===== src/rtl/dualalm_pkg.sv =====
package dualalm_pkg;

    localparam int SEC_W  = 6;
    localparam int MIN_W  = 6;
    localparam int HR_W   = 5;
    localparam int DOW_W  = 3;
    localparam int DATE_W = 5;
    localparam int MON_W  = 4;
    localparam int NFIELD = 6;
    localparam int TIME_W = SEC_W + MIN_W + HR_W + DOW_W + DATE_W + MON_W;

    // Second sits in the least significant bits.
    typedef struct packed {
        logic [MON_W-1:0]  mon;
        logic [DATE_W-1:0] date;
        logic [DOW_W-1:0]  dow;
        logic [HR_W-1:0]   hour;
        logic [MIN_W-1:0]  min;
        logic [SEC_W-1:0]  sec;
    } tstamp_t;

    // Encoding is {flag, armed}.
    typedef enum logic [1:0] {
        ST_IDLE       = 2'b00,
        ST_ARMED      = 2'b01,
        ST_HELD_IDLE  = 2'b10,
        ST_HELD_ARMED = 2'b11
    } alm_state_t;

endpackage


===== src/rtl/dualalm_match.sv =====
module dualalm_match
    import dualalm_pkg::*;
(
    input  tstamp_t           now,
    input  tstamp_t           cmp,
    input  logic [NFIELD-1:0] fen,
    output logic              hit
);

    logic [NFIELD-1:0] eq;

    always_comb begin
        eq  = {now.mon  == cmp.mon,
               now.date == cmp.date,
               now.dow  == cmp.dow,
               now.hour == cmp.hour,
               now.min  == cmp.min,
               now.sec  == cmp.sec};
        // A masked field is treated as equal; an empty mask never hits.
        hit = (|fen) && (&(eq | ~fen));
    end

endmodule


===== src/rtl/dualalm_chan.sv =====
module dualalm_chan
    import dualalm_pkg::*;
(
    input  logic clk,
    input  logic rst_n,
    input  logic tick,
    input  logic hit,
    input  logic rpt,
    input  logic arm_set,
    input  logic arm_clr,
    input  logic flag_clr,
    output logic flag,
    output logic armed,
    output logic flag_nxt
);

    alm_state_t state_q;
    alm_state_t state_d;
    logic       fire;
    logic       keep;
    logic       arm_n;

    always_ff @(posedge clk or negedge rst_n) begin
        if (!rst_n) begin
            state_q <= ST_IDLE;
        end else begin
            state_q <= state_d;
        end
    end

    always_comb begin
        fire    = 1'b0;
        keep    = 1'b0;
        arm_n   = 1'b0;
        state_d = state_q;
        unique case (state_q)
            ST_IDLE: begin
                state_d = (arm_set && !arm_clr) ? ST_ARMED : ST_IDLE;
            end
            ST_HELD_IDLE: begin
                arm_n   = arm_set && !arm_clr;
                keep    = !flag_clr;
                state_d = alm_state_t'({keep, arm_n});
            end
            ST_ARMED, ST_HELD_ARMED: begin
                fire    = tick && hit;
                // A firing keeps the flag even against a clear pulse.
                keep    = fire || (state_q == ST_HELD_ARMED && !flag_clr);
                arm_n   = !arm_clr && (arm_set || !fire || rpt);
                state_d = alm_state_t'({keep, arm_n});
            end
            default: state_d = ST_IDLE;
        endcase
    end

    always_comb begin
        unique case (state_q)
            ST_IDLE:       begin flag = 1'b0; armed = 1'b0; end
            ST_ARMED:      begin flag = 1'b0; armed = 1'b1; end
            ST_HELD_IDLE:  begin flag = 1'b1; armed = 1'b0; end
            ST_HELD_ARMED: begin flag = 1'b1; armed = 1'b1; end
            default:       begin flag = 1'b0; armed = 1'b0; end
        endcase
        flag_nxt = (state_d == ST_HELD_IDLE) || (state_d == ST_HELD_ARMED);
    end

endmodule


===== src/rtl/dualalm_irq.sv =====
module dualalm_irq #(
    parameter int NUM = 2
) (
    input  logic           clk,
    input  logic           rst_n,
    input  logic [NUM-1:0] flag_nxt,
    input  logic [NUM-1:0] irq_en,
    output logic           irq_n
);

    // Registered from the next flag value so the line moves with the flags.
    always_ff @(posedge clk or negedge rst_n) begin
        if (!rst_n) begin
            irq_n <= 1'b1;
        end else begin
            irq_n <= ~|(flag_nxt & irq_en);
        end
    end

endmodule


===== src/rtl/dualalm_top.sv =====
module dualalm_top
    import dualalm_pkg::*;
#(
    parameter int NUM_ALARMS = 2
) (
    input  logic                         clk,
    input  logic                         rst_n,
    input  logic                         tick,
    input  logic [TIME_W-1:0]            now_time,
    input  logic [NUM_ALARMS*TIME_W-1:0] alm_time,
    input  logic [NUM_ALARMS*NFIELD-1:0] alm_fen,
    input  logic [NUM_ALARMS-1:0]        alm_rpt,
    input  logic [NUM_ALARMS-1:0]        irq_en,
    input  logic [NUM_ALARMS-1:0]        arm_set,
    input  logic [NUM_ALARMS-1:0]        arm_clr,
    input  logic [NUM_ALARMS-1:0]        flag_clr,
    output logic [NUM_ALARMS-1:0]        alm_flag,
    output logic [NUM_ALARMS-1:0]        alm_armed,
    output logic                         irq_n
);

    tstamp_t                 now_s;
    logic [NUM_ALARMS-1:0]   hit;
    logic [NUM_ALARMS-1:0]   flag_nxt;

    assign now_s = tstamp_t'(now_time);

    for (genvar k = 0; k < NUM_ALARMS; k++) begin : g_alm
        dualalm_match u_match (
            .now (now_s),
            .cmp (tstamp_t'(alm_time[k*TIME_W +: TIME_W])),
            .fen (alm_fen[k*NFIELD +: NFIELD]),
            .hit (hit[k])
        );

        dualalm_chan u_chan (
            .clk      (clk),
            .rst_n    (rst_n),
            .tick     (tick),
            .hit      (hit[k]),
            .rpt      (alm_rpt[k]),
            .arm_set  (arm_set[k]),
            .arm_clr  (arm_clr[k]),
            .flag_clr (flag_clr[k]),
            .flag     (alm_flag[k]),
            .armed    (alm_armed[k]),
            .flag_nxt (flag_nxt[k])
        );
    end

    dualalm_irq #(.NUM(NUM_ALARMS)) u_irq (
        .clk      (clk),
        .rst_n    (rst_n),
        .flag_nxt (flag_nxt),
        .irq_en   (irq_en),
        .irq_n    (irq_n)
    );

endmodule


===== config.mk =====
export PLATFORM = sky130hd
export DESIGN_NAME = dualalm_top
export DESIGN_NICKNAME = d
export VERILOG_FILES = /design/src/rtl/dualalm_pkg.sv /design/src/rtl/dualalm_match.sv /design/src/rtl/dualalm_chan.sv /design/src/rtl/dualalm_irq.sv /design/src/rtl/dualalm_top.sv
export SDC_FILE = /design/constraint.sdc
export NUM_CORES = 1
export LEC_CHECK = 0
export BUFFER_PORTS_ARGS = -buffer_cell sky130_fd_sc_hd__buf_4
export CAP_MARGIN = 10
export CORE_MARGIN = 3
export CORE_UTILIZATION = 30
export DETAILED_ROUTE_END_ITERATION = 7
export PLACE_DENSITY_LB_ADDON = 0.2
export SETUP_SLACK_MARGIN = 0.3
export SLEW_MARGIN = 25
export SYNTH_ARGS = -nofsm -noshare
export SYNTH_HDL_FRONTEND = slang
export SYNTH_SLANG_ARGS = --single-unit

===== constraint.sdc =====
create_clock -name clk -period 1.1 [get_ports clk]
set_input_delay 0.22 -clock clk [delete_from_list [all_inputs] [get_ports clk]]
set_output_delay 0.22 -clock clk [all_outputs]
set_load 0.02 [all_outputs]

==> impl_metrics.ini <==
[power]
peakVddDrop_mv = 0.212
leakage_uw = 0.00109
internal_power_uw = 821
pwr-share-clk_pct = 18.2
p_comb_share_pct = 65.1
swShare_pct = 29.9
seqPwrFrac_pct = 16.7
netSwitchingPower_uw = 350
power_per_cell_area_mw_per_mm2 = 518

[timing]
rsz0062_at_grt = yes
finClkSkew_ns = 0.00123
timing.fmax_ghz = 0.703
fin_crit_ns = 1.42
whs_ns = 0.117
report.final.slew_viol_count = 0
post-route-period-util_pct = 129
fin_tns_setup_ns = -1.24
finalHoldViolCount = 0
worst_pin_slew_ns = 0.352
fin_ws_ns = -0.322
relSlewSlack_pct = 76.5
setup_viol = 5

[setup_path]
startpoint_type = primary input
cp_cell_sequence = buf_8, xor2_4, nor4_4, nand3_2, a2111oi_4, a211oi_1
cp_slowest_cell = a2111oi_4
cp.required_ns = 1.21
cp.arrival_ns = 1.53
path_class = primary input to register
max_stage_delay_ns = 0.44
critPathMaxFanout = 3
cp-end-kind = register

[route]
drcViolationCount = 0
antenna_left = 0
drtIter0Drc = 18
vias_per_cell = 4.51
wl_per_cell_um = 13.0
wl_um = 3790
num_vias = 1312
dr.pass1.iters = 4

[synth]
netlist_area_um2 = 983
synth_common_cells = 31 x xor2_1, 27 x xnor2_1, 7 x nand3_1, 7 x o31ai_1
synth-seq-cells = 5
post_synth_num_cell_types = 24
synth_top_area_share_pct = 27.6
synth_area_per_cell_um2 = 8.41
yosysTopAreaCell = xor2_1
synthArstFlopShare_pct = 100
synthFlopType = dfrtp_1
synth.most_common_cell = xor2_1
synth-seq-area-share_pct = 12.8
yosys-top-cells-area = xor2_1 28%, xnor2_1 24%, dfrtp_1 10%
synth_nets = 229
netlist_instances = 117
yosys_warnings = 0
synth_edf_count = 0

[worst_hold_path]
hold_path_class = primary input to register

[clock_tree]
cts-root-buf = clkbuf_4
clk_latency_ns = 0.24
h-tree-depth = 1
cts_sinks = 5
cts_tree = yes
clk_pin_slew_ns = 0.04
numCtsBuffers = 3
cts_buffer_depth = 2

[global_route]
grtUsageTotal_pct = 18.4
grt_pass1_vias = 1448
overflow = 0
grt_pass1_wl_um = 5860
grt_max_degree = 6
grt_antenna_before_repair = 0

[finish]
area_delta_synth_final_pct = 130
finalNonFillerCells = 291
drive_above_1_share_pct = 65.2
antenna_cells = 0
final_nets = 360
utilization_pct = 73.5

[die]
fp.dieArea_mm2 = 0.00400
fp.dieH_um = 63.3
start_util_pct = 32.0
die_w_um = 63.3
placementRows = 20
ios = 117
core_region_area_mm2 = 0.00308

[placement]
hpwlAfterDp_um = 3310
place_congestion = 0.823
dp_cells = 283
port_buffers = 116

[status]
violations = setup timing
outcome = finished, violations left

[job]
cap_violations = 0
-- final timing paths --
path	start	slack, ns	cells past startpoint	to
max	alm_time[6]	-0.32	6	g_alm[0].u_chan.state_q[0]$_DFF_PN0_
min	arm_clr[1]	0.12	2	g_alm[1].u_chan.state_q[0]$_DFF_PN0_
max reg2reg	g_alm[0].u_chan.state_q[0]$_DFF_PN0_	0.02	3	g_alm[0].u_chan.state_q[0]$_DFF_PN0_
min reg2reg	g_alm[0].u_chan.state_q[1]$_DFF_PN0_	0.61	2	g_alm[0].u_chan.state_q[1]$_DFF_PN0_
max in group asynchronous	rst_n	0.58	2	u_irq.irq_n$_DFF_PN1_
min in group asynchronous	rst_n	0.32	2	g_alm[1].u_chan.state_q[1]$_DFF_PN0_
-- area by class of cell --
| type | instances | area, um^2 |
|---|---|---|
| clock buffers | 4 | 26.3 |
| multi-input cells | 101 | 958 |
| well taps | 44 | 55.1 |
| inverters | 3 | 11.3 |
| fillers | 237 | 817 |
| repair buffers | 134 | 1080 |
| flip-flops and latches | 5 | 126 |
-- critical path, delay by kind of cell --
kind | cells | cell delay [ns]
AO/OA/AOI/OAI | 2 | 0.57
AND/OR/NAND/NOR | 2 | 0.46
XOR/XNOR | 1 | 0.17
buffers and inverters | 1 | 0.10
-- routing by layer --
layer	global-route usage (%)	vias to the layer above	wire length, um
met2	38.9	62	2240
met5	0	-	0
li1	-	661	-
met4	6.74	0	89
met1	16.7	580	1150
met3	3.39	9	307
-- cells in the final DEF, fill, tap and decap left out, types with 4 or more instances in the layout --
cell | Yosys | layout
xnor2_2 | 0 | 10
xor2_1 | 31 | 29
nand3_1 | 7 | 6
buf_6 | 0 | 18
nand4_1 | 5 | 5
xnor2_1 | 27 | 17
o31ai_2 | 0 | 4
a21oi_1 | 4 | 4
dfrtp_1 | 4 | 4
buf_4 | 4 | 114
-- through the flow --
| step | setup WS, ns | cell area [um^2] | total power, uW |
|---|---|---|---|
| finish | -0.322 | 2260 | 1170 |
| global route | -0.382 | 2260 | 1260 |
| CTS | -0.320 | 2190 | 1140 |
| detailed placement | -0.665 | 2000 | 863 |
| global placement | -0.556 | 2000 | 854 |
| floorplan | -0.351 | 1010 | 432 |
-- sequential cells by signal, indices dropped and copies added, names as in the netlist --
name,count
g_alm.u_chan.state_q,4
u_irq.irq_n,1
-- cell families after synthesis --
family | share of synthesized area (%)
buffers and inverters | 5.72
AOI/OAI and AO/OA | 16.0
and+or+nand+nor | 13.7
xor gates and xnor gates | 51.7
DFF | 12.9
-- what timing repair did --
| action | in CTS | in global routing |
|---|---|---|
| endpoints found under the hold margin | 5 | 0 |
| buffers inserted | 2 | 1 |
| hold buffers | 1 | 0 |
| setup endpoints to repair | 10 | 10 |
| cloned | 0 | 0 |
| pin swaps | 19 | 7 |
| resized for setup | 28 | 11 |
-- power groups by stage --
stage / logic (uW) / clock network (uW) / registers (uW)
after CTS: 726 / 218 / 195
after global routing: 821 / 239 / 196
after global placement: 657 / 0 / 198
final: 762 / 213 / 196
after floorplan: 235 / 0 / 197
after detailed placement: 665 / 0 / 198
Power figures use the tool's default switching activity.
